==> src/rtl/ptmbx_pkg.sv <==
package ptmbx_pkg;
  localparam int unsigned BLK_COUNT     = 64;
  localparam int unsigned BYTES_PER_BLK = 4;
  localparam int unsigned HOST_AW       = 16;
  localparam int unsigned RF_AW         = 8;
  localparam int unsigned EVT_CODE_W    = 4;
  localparam logic [3:0]  EVT_ON_TERM   = 4'b0100;
  localparam logic [15:0] HOST_BASE     = 16'h2000;
  localparam logic [15:0] EVT_CLR_ADDR  = 16'h10AC;
  localparam logic [7:0]  EVT_CLR_KEY   = 8'h01;

  // address lies in [base, base+count)
  function automatic logic in_window(input int unsigned addr,
                                     input int unsigned base,
                                     input int unsigned count);
    return (addr >= base) && (addr < base + count);
  endfunction

  // final byte of the final block: the terminator
  function automatic logic is_terminator(input int unsigned offs,
                                         input int unsigned byte_idx,
                                         input int unsigned count,
                                         input int unsigned bpb);
    return (offs == count - 1) && (byte_idx == bpb - 1);
  endfunction
endpackage

==> src/rtl/ptmbx_addr_win.sv <==
module ptmbx_addr_win
  import ptmbx_pkg::*;
#(
  parameter int unsigned AW    = 16,
  parameter int unsigned BW    = 2,
  parameter int unsigned BASE  = 0,
  parameter int unsigned BLKS  = 64,
  parameter int unsigned BPB   = 4
) (
  input  logic [AW-1:0] addr,
  input  logic [BW-1:0] byte_sel,
  output logic          hit,
  output logic          term
);
  localparam int unsigned PADW = 32 - AW;
  localparam int unsigned PADB = 32 - BW;

  logic [31:0] addr_w;
  logic [31:0] byte_w;
  logic [31:0] offs;

  assign addr_w = {{PADW{1'b0}}, addr};
  assign byte_w = {{PADB{1'b0}}, byte_sel};
  assign offs   = addr_w - BASE;
  assign hit    = in_window(addr_w, BASE, BLKS);
  assign term   = hit && is_terminator(offs, byte_w, BLKS, BPB);
endmodule

==> src/rtl/ptmbx_handshake.sv <==
module ptmbx_handshake (
  input  logic clk,
  input  logic rst_n,
  input  logic active,
  input  logic cfg_dir,
  input  logic h_wr,
  input  logic h_rd,
  input  logic h_hit,
  input  logic h_term,
  input  logic r_wr,
  input  logic r_rd,
  input  logic r_hit,
  input  logic r_term,
  output logic owner_rf,
  output logic data_ready,
  output logic h_grant,
  output logic h_nak,
  output logic r_grant,
  output logic r_nak,
  output logic fill_done,
  output logic drain_done
);
  logic rd_rf_q;      // consumer side latched at handover
  logic h_acc, r_acc;
  logic h_ok, r_ok;
  logic h_wop, h_rop, r_wop, r_rop;

  // a write strobe takes precedence over a read strobe on the same side
  assign h_acc = h_wr | h_rd;
  assign r_acc = r_wr | r_rd;
  assign h_wop = h_wr;
  assign h_rop = h_rd & ~h_wr;
  assign r_wop = r_wr;
  assign r_rop = r_rd & ~r_wr;

  assign owner_rf = data_ready ? rd_rf_q : cfg_dir;

  assign h_ok = active & ~owner_rf & h_hit;
  assign r_ok = active &  owner_rf & r_hit;

  assign fill_done  = ~data_ready & ((h_ok & h_wop & h_term) | (r_ok & r_wop & r_term));
  assign drain_done =  data_ready & ((h_ok & h_rop & h_term) | (r_ok & r_rop & r_term));

  always_ff @(posedge clk or negedge rst_n) begin
    if (!rst_n) begin
      data_ready <= 1'b0;
      rd_rf_q    <= 1'b0;
      h_grant    <= 1'b0;
      h_nak      <= 1'b0;
      r_grant    <= 1'b0;
      r_nak      <= 1'b0;
    end else begin
      if (fill_done) begin
        data_ready <= 1'b1;
        rd_rf_q    <= ~cfg_dir;
      end else if (drain_done) begin
        data_ready <= 1'b0;
      end
      h_grant <= h_acc & h_ok;
      h_nak   <= h_acc & h_hit & ~h_ok;
      r_grant <= r_acc & r_ok;
      r_nak   <= r_acc & ~r_ok;
    end
  end
endmodule

==> src/rtl/ptmbx_event.sv <==
module ptmbx_event
  import ptmbx_pkg::*;
#(
  parameter int unsigned CW = 4
) (
  input  logic          clk,
  input  logic          rst_n,
  input  logic [CW-1:0] evt_code,
  input  logic          fill_done,
  input  logic          drain_done,
  input  logic          evt_clr,
  output logic          evt_n
);
  logic evt_set;

  assign evt_set = (evt_code == CW'(EVT_ON_TERM)) && (fill_done || drain_done);

  always_ff @(posedge clk or negedge rst_n) begin
    if (!rst_n)        evt_n <= 1'b1;
    else if (evt_set)  evt_n <= 1'b0;
    else if (evt_clr)  evt_n <= 1'b1;
  end
endmodule

==> src/rtl/ptmbx_ctrl.sv <==
module ptmbx_ctrl
  import ptmbx_pkg::*;
#(
  parameter int unsigned NBLK     = BLK_COUNT,
  parameter int unsigned BPB      = BYTES_PER_BLK,
  parameter int unsigned HAW      = HOST_AW,
  parameter int unsigned RAW      = RF_AW,
  parameter int unsigned ECW      = EVT_CODE_W,
  parameter logic [15:0] HBASE    = HOST_BASE,
  parameter logic [15:0] CLR_ADDR = EVT_CLR_ADDR,
  parameter logic [7:0]  CLR_KEY  = EVT_CLR_KEY
) (
  input  logic                   clk,
  input  logic                   rst_n,
  input  logic                   cfg_field_ok,
  input  logic                   cfg_supply_ok,
  input  logic                   cfg_buf_en,
  input  logic                   cfg_dir,
  input  logic [ECW-1:0]         cfg_evt_code,
  input  logic                   h_wr,
  input  logic                   h_rd,
  input  logic [HAW-1:0]         h_addr,
  input  logic [$clog2(BPB)-1:0] h_byte,
  input  logic [7:0]             h_wdata,
  input  logic                   r_wr,
  input  logic                   r_rd,
  input  logic [RAW-1:0]         r_addr,
  input  logic [$clog2(BPB)-1:0] r_byte,
  output logic                   owner_rf,
  output logic                   data_ready,
  output logic                   h_grant,
  output logic                   h_nak,
  output logic                   r_grant,
  output logic                   r_nak,
  output logic                   evt_n
);
  localparam int unsigned BW = $clog2(BPB);

  // named internal events, visible to the bound checker
  logic active;
  logic h_hit, h_term, r_hit, r_term;
  logic fill_done, drain_done;
  logic evt_clr;

  assign active  = cfg_field_ok & cfg_supply_ok & cfg_buf_en;
  assign evt_clr = h_wr && (h_addr == HAW'(CLR_ADDR)) && (h_wdata == CLR_KEY);

  ptmbx_addr_win #(.AW(HAW), .BW(BW), .BASE(32'(HBASE)), .BLKS(NBLK), .BPB(BPB)) u_hwin (
    .addr(h_addr), .byte_sel(h_byte), .hit(h_hit), .term(h_term)
  );

  ptmbx_addr_win #(.AW(RAW), .BW(BW), .BASE(0), .BLKS(NBLK), .BPB(BPB)) u_rwin (
    .addr(r_addr), .byte_sel(r_byte), .hit(r_hit), .term(r_term)
  );

  ptmbx_handshake u_hs (
    .clk(clk), .rst_n(rst_n), .active(active), .cfg_dir(cfg_dir),
    .h_wr(h_wr), .h_rd(h_rd), .h_hit(h_hit), .h_term(h_term),
    .r_wr(r_wr), .r_rd(r_rd), .r_hit(r_hit), .r_term(r_term),
    .owner_rf(owner_rf), .data_ready(data_ready),
    .h_grant(h_grant), .h_nak(h_nak), .r_grant(r_grant), .r_nak(r_nak),
    .fill_done(fill_done), .drain_done(drain_done)
  );

  ptmbx_event #(.CW(ECW)) u_evt (
    .clk(clk), .rst_n(rst_n), .evt_code(cfg_evt_code),
    .fill_done(fill_done), .drain_done(drain_done),
    .evt_clr(evt_clr), .evt_n(evt_n)
  );
endmodule

==> config.mk <==
export PLATFORM = sky130hd
export DESIGN_NAME = ptmbx_ctrl
export DESIGN_NICKNAME = d
export VERILOG_FILES = /design/src/rtl/ptmbx_pkg.sv /design/src/rtl/ptmbx_addr_win.sv /design/src/rtl/ptmbx_handshake.sv /design/src/rtl/ptmbx_event.sv /design/src/rtl/ptmbx_ctrl.sv
export SDC_FILE = /design/constraint.sdc
export NUM_CORES = 1
export LEC_CHECK = 0
export BUFFER_PORTS_ARGS = -buffer_cell sky130_fd_sc_hd__buf_4
export CAP_MARGIN = 20
export CORE_UTILIZATION = 37
export DETAILED_ROUTE_END_ITERATION = 10
export GPL_TIMING_DRIVEN = 0
export HOLD_SLACK_MARGIN = 0.03
export PLACE_DENSITY_LB_ADDON = 0.15
export SYNTH_ARGS = -nofsm -noshare
export SYNTH_HDL_FRONTEND = slang
export SYNTH_SLANG_ARGS = --single-unit
export TNS_END_PERCENT = 30
==> constraint.sdc <==
create_clock -name clk -period 6 [get_ports clk]
set_clock_uncertainty 0.2 [all_clocks]
set_input_delay 0.6 -clock clk [delete_from_list [all_inputs] [get_ports clk]]
set_output_delay 0.6 -clock clk [all_outputs]
set_load 0.02 [all_outputs]
==> impl_metrics.yaml, run 1 <==
min_path:
  hold_path.class: "reg2reg"
routing:
  first_pass_iters: 2
  vias_per_cell: 5.273
  drt_wl_total_um: 1566
  ant_nets: 0
  post_drt_wl_per_cell_um: 11.27
  vias: 733
  drc: 0
  drtIter0Drc: 10
placement:
  io_buffers: 56
  place.gp.congestion: 0.7945
  dp_hpwl_um: 1397
yosys:
  synthCells: 63
  ys_top_cells_by_count: "6 x dfrtp_1, 6 x inv_1, 6 x nor2_1, 5 x nand4_1, 5 x nor3_1"
  synth_top_cell_area_share_pct: 26.61
  synth_seq_area_share_pct: 31.26
  synthArstFlopShare_pct: 100.0
  synthFlopType: "dfrtp_1"
  synth_cell_types: 30
  postSynthAreaPerCell_um2: 8.957
  synth_area_um2: 564.3
  syn_nets: 115
  ys_top_cells_by_area: "dfrtp_1 27%, nor4b_1 6.2%, nand4_1 5.5%, dfstp_2 4.7%, ha_1 4.4%"
  ys_warn_count: 0
  yosys_register_bits: 7
  synth-edff-count: 0
  synth_top_area_cell: "dfrtp_1"
worst_setup_path:
  path_common_cell: "ha_1"
  cp_cell_sequence: "buf_4 > inv_1 > ha_1 > ha_1 > nand4_1 > or4_4 > nor4b_4 > a21oi_1 > a211o_1"
  path_max_fanout: 5
  cp.arrival_ns: 2.37
  critPathKind: "in2reg"
  end_kind: "flop"
  worst_path_max_delay_cell: "or4_4"
  cpPeakStageDelay_ns: 0.44
  cp_data_required_time_ns: 5.93
  crit_path_start_kind: "primary input"
power:
  intPower_w: 0.00009835
  ir_worst_vdd_v: 0.00006857
  sw_frac_of_total_pct: 21.87
  p_comb_share_pct: 29.6
  switchingPower_w: 0.00002753
  leakagePower_nw: 0.5154
  p_per_area_nw_per_um2: 121.1
  p_seq_share_pct: 38.4
  clock_power_share_pct: 32.0
clock_tree:
  cts.root.buffer_cell: "clkbuf_4"
  clock_path_buffers: 2
  worstSkewPairLatency_ns: 0.24
  cts_tree: "done"
  cts_buffers: 3
  numClockSinks: 7
  path_clk_slew_ns: 0.05
  htreeDepth: 1
floorplanning:
  core-area_um2: 1366
  ios: 57
  num_rows: 13
  dieHeight_um: 41.05
  die_width_um: 41.05
  initial_core_util_pct: 41.30
  die_area_um2: 1685
timing:
  hold_slack_ns: 0.3614
  drv_slew: 0
  period_needed_ns: 2.444
  setup_viol: 0
  clock.fmax_ghz: 0.4092
  tightest_slew_ns: 0.3491
  min_period_over_period_pct: 40.73
  hold_viol: 0
  rsz0062_at_grt: "no"
  relSlewSlack_pct: 76.67
  setup_tns_ns: 0
final_layout:
  fin_util_pct: 76.10
  nNetsFinal: 177
  fillers: 116
  diodes: 0
  area_delta_synth_final_pct: 84.26
  drive_above_1_share_pct: 51.61
global_route:
  grt.total_usage_pct: 19.84
  overflow: 0
  grt_max_degree: 8
  antenna_found_initial: 0
  grt_pass1_wl_um: 2249
  grt_pass1_vias: 633
run_status:
  status: "complete, no violations"
job:
  cap_viol_max_count: 0
[sequential cells by signal, summed over array words and instances, names as in the netlist]
register and count:
u_hs.h_nak 1, u_hs.rd_rf_q 1, u_evt.evt_n 1, u_hs.r_grant 1, u_hs.data_ready 1, u_hs.h_grant 1
u_hs.r_nak 1
[cell families after synthesis]
| group | share of synthesized area [%] |
|---|---|
| adders and majority gates | 4.434 |
| and+or+nand+nor | 43.46 |
| AOI/OAI and AO/OA | 14.19 |
| muxes | 2.660 |
| DFF | 31.26 |
| buffers and inverters | 3.991 |
[path summary, 6_finish.rpt]
| check | cells after the start | endpoint | slack, ns | startpoint |
|---|---|---|---|---|
| worst max-delay path | 9 | u_hs.data_ready$_DFFE_PN0P_ | 3.56 | h_addr[13] |
| worst min-delay path | 2 | u_hs.rd_rf_q$_DFFE_PN0P_ | 0.36 | u_hs.rd_rf_q$_DFFE_PN0P_ |
| worst max register to register | 5 | u_hs.data_ready$_DFFE_PN0P_ | 3.71 | u_hs.data_ready$_DFFE_PN0P_ |
| worst min register to register | 2 | u_hs.rd_rf_q$_DFFE_PN0P_ | 0.36 | u_hs.rd_rf_q$_DFFE_PN0P_ |
| max in group asynchronous | 2 | u_evt.evt_n$_DFFE_PN1P_ | 4.89 | rst_n |
| min in group asynchronous | 2 | u_hs.rd_rf_q$_DFFE_PN0P_ | 0.51 | rst_n |
[timing repair]
item / CTS / global route
buffers inserted: 0 / 0
hold buffers: 1 / 0
resized for setup: 0 / 0
hold endpoints to repair: 6 / 0
[power by group through the flow]
stage / sequential, W / combinational (W) / clock (W)
2_1_floorplan: 0.0000500 / 0.00000654 / 0
3_3_place_gp: 0.0000490 / 0.0000359 / 0
3_5_place_dp: 0.0000490 / 0.0000371 / 0
4_1_cts: 0.0000483 / 0.0000377 / 0.0000416
5_1_grt: 0.0000483 / 0.0000411 / 0.0000445
6_report: 0.0000483 / 0.0000373 / 0.0000403
[per-layer routing]
metal	GRT usage (%)	vias to the layer above	share of wire [%]
met5	0	-	0
met4	2.500	0	0
met3	3.261	0	9.5
met2	40.23	39	53
met1	21.10	326	38
li1	-	368	-
[metrics by stage]
step                      cells  setup slack [ns]  cell area, um2    power, W
after floorplan              63             3.518           564.3  0.00005654
after global placement      134             3.315            1003  0.00008490
after detailed placement    134             3.300            1003  0.00008610
after CTS                   139             3.553            1040   0.0001277
after global routing        139             3.453            1040   0.0001339
final                       139             3.556            1040   0.0001259
[critical path, delay by kind of cell]
family | cells | cell delay (ns)
and+or+nand+nor | 3 | 0.84
adders and majority gates | 2 | 0.45
buffers and inverters | 2 | 0.14
AOI/OAI and AO/OA | 2 | 0.34
[cell usage in the layout (no fill, tap or decap), types with 2 or more instances in the layout]
| cell | count |
|---|---|
| buf_4 | 56 |
| inv_1 | 6 |
| nor2_1 | 6 |
| dfrtp_1 | 6 |
| nor3_1 | 5 |
| nand4_1 | 5 |
| nand3_1 | 4 |
| nor4b_1 | 4 |
| clkbuf_4 | 3 |
| a21oi_1 | 2 |
| nor2b_1 | 2 |
| a31oi_1 | 2 |
| ha_1 | 2 |
[area by class of cell]
class	instances	area, um2	area share [%]
Inverter	6	22.52	2.166
Timing Repair Buffer	57	430.4	41.40
Multi-Input combinational cell	50	365.4	35.14
Sequential cell	7	176.4	16.97
Tap cell	15	18.77	1.805
Clock buffer	4	26.28	2.527
Note: power is estimated with default switching activity, not from simulation.
==> run 2, diff against run 1 <==
Settings changed: CORE_UTILIZATION 37 to 31.
Clock period 6 ns to 2.05 ns, I/O delays scaled along.
==> run 2 against run 1 <==
Compared with the run above:
- the run now ends with setup timing left
- first-iteration DRC count increased by 40%
- register-to-register slack lost 3.8 ns
- final area is 7.2% higher
- total power rose to 3.0 times the previous value
- combinational power grew to 3.1 times the previous value
- critical endpoint is now u_evt.evt_n$_DFFE_PN1P_
- utilization is 11 points lower
- count of clock-buffer cells in the layout is the same
- highest routed layer is now met4
- final cell count increased by 12%
- global-route usage shrank 2.5 points
- critical path type is now reg2reg
==> impl_metrics.yaml, run 2 (same netlist as run 1, synthesis figures left out) <==
timing:
  finalWorstSetupSlack_ns: -0.05839
  period_needed_ns: 2.108
  relSlewSlack_pct: 76.97
  rsz0062_at_grt: "yes"
  tightest_slew_ns: 0.3447
  setup_viol: 2
  hold_viol: 0
  drv_slew: 0
  hold_slack_ns: 0.03449
  clock.fmax_ghz: 0.4743
  min_period_over_period_pct: 102.8
  setup_tns_ns: -0.1156
floorplanning:
  die_width_um: 44.67
  initial_core_util_pct: 33.04
  die_area_um2: 1995
  dieHeight_um: 44.67
  num_rows: 15
  core-area_um2: 1708
  ios: 57
worst_setup_path:
  cp_data_required_time_ns: 2.01
  crit_path_start_kind: "flop"
  cp.arrival_ns: 2.06
  critPathKind: "reg2reg"
  end_kind: "flop"
  path_max_fanout: 5
clock_tree:
  clock_path_buffers: 2
  numClockSinks: 7
  path_clk_slew_ns: 0.05
  cts_tree: "done"
  htreeDepth: 1
  worstSkewPairLatency_ns: 0.24
  cts_buffers: 3
  cts.root.buffer_cell: "clkbuf_4"
routing:
  drt_wl_total_um: 1568
  drtIter0Drc: 14
  vias_per_cell: 4.677
  first_pass_iters: 4
  vias: 725
  drc: 0
  ant_nets: 0
  post_drt_wl_per_cell_um: 10.12
final_layout:
  layout_common_cells: "57 x buf_4, 6 x nor2_1"
  fin_util_pct: 65.27
  nNetsFinal: 183
  area_delta_synth_final_pct: 97.56
  finalNonFillerCells: 155
  drive_above_1_share_pct: 53.08
  final_common_cell: "buf_4"
  diodes: 0
  fillers: 154
global_route:
  antenna_found_initial: 0
  grt_max_degree: 8
  grt.total_usage_pct: 17.31
  overflow: 0
  grt_pass1_vias: 692
  grt_pass1_wl_um: 2622
power:
  p_per_area_nw_per_um2: 337.7
  ir_worst_vdd_v: 0.0001368
  leakagePower_nw: 0.5404
min_path:
  hold_path.class: "in2reg"
placement:
  io_buffers: 56
  post-place-ws_ns: -0.4130
  placed_cells: 144
  place.gp.congestion: 0.7189
  dp_hpwl_um: 1366
job:
  cap_viol_max_count: 0
run_status:
  status: "finished with violations"
  violations: "setup timing"
run 2: metrics by stage:
| step | total power (W) | cell area, um2 |
|---|---|---|
| final | 0.0003765 | 1115 |
| after global routing | 0.0003971 | 1115 |
| after CTS | 0.0003801 | 1111 |
| after detailed placement | 0.0002523 | 1020 |
| after global placement | 0.0002492 | 1020 |
| after floorplan | 0.0001657 | 568.0 |
run 2: final cells by class:
| type | count | area (um2) | area share [%] |
|---|---|---|---|
| Multi-Input combinational cell | 50 | 367.9 | 33.00 |
| Clock buffer | 4 | 26.28 | 2.357 |
| Inverter | 6 | 22.52 | 2.020 |
| Timing Repair Buffer | 63 | 489.2 | 43.88 |
| Tap cell | 25 | 31.28 | 2.806 |
| Sequential cell | 7 | 177.7 | 15.94 |
run 2: worst paths after layout:
kind | slack (ns) | cells after the start | start | to
max | -0.06 | 6 | u_hs.data_ready$_DFFE_PN0P_ | u_evt.evt_n$_DFFE_PN1P_
min | 0.03 | 3 | r_addr[7] | u_hs.r_nak$_DFF_PN0_
max reg2reg | -0.06 | 6 | u_hs.data_ready$_DFFE_PN0P_ | u_evt.evt_n$_DFFE_PN1P_
min reg2reg | 0.32 | 2 | u_hs.rd_rf_q$_DFFE_PN0P_ | u_hs.rd_rf_q$_DFFE_PN0P_
max in group asynchronous | 1.34 | 2 | rst_n | u_evt.evt_n$_DFFE_PN1P_
min in group asynchronous | 0.11 | 2 | rst_n | u_hs.rd_rf_q$_DFFE_PN0P_
run 2: routing by layer:
layer	part of all wire (%)	GRT usage [%]
met1	39	19.01
met2	55	33.53
met3	4.8	1.224
met4	0.64	7.273
met5	0	0
run 2: critical path, stage by stage (launching register included):
cell     delay (ns)
dfrtp_2        0.40
mux2_4         0.33
or4_4          0.44
nor4b_4        0.24
buf_4          0.16
a31o_1         0.15
a31oi_1        0.09
run 2: what timing repair did:
item	CTS	global route
gates resized for setup	0	2
endpoints found under the setup margin	2	3
buffers inserted	2	0
cloned	0	0
endpoints found under the hold margin	10	0
hold buffers	5	0
pin swaps	2	0
run 2: power by group:
part | total (W) | internal (W) | switching, W
Clock | 0.000119 | 0.0000739 | 0.0000450
Combinational | 0.000116 | 0.0000793 | 0.0000371
Sequential | 0.000141 | 0.000141 | 0.000000554
Total | 0.000377 | 0.000294 | 0.0000827
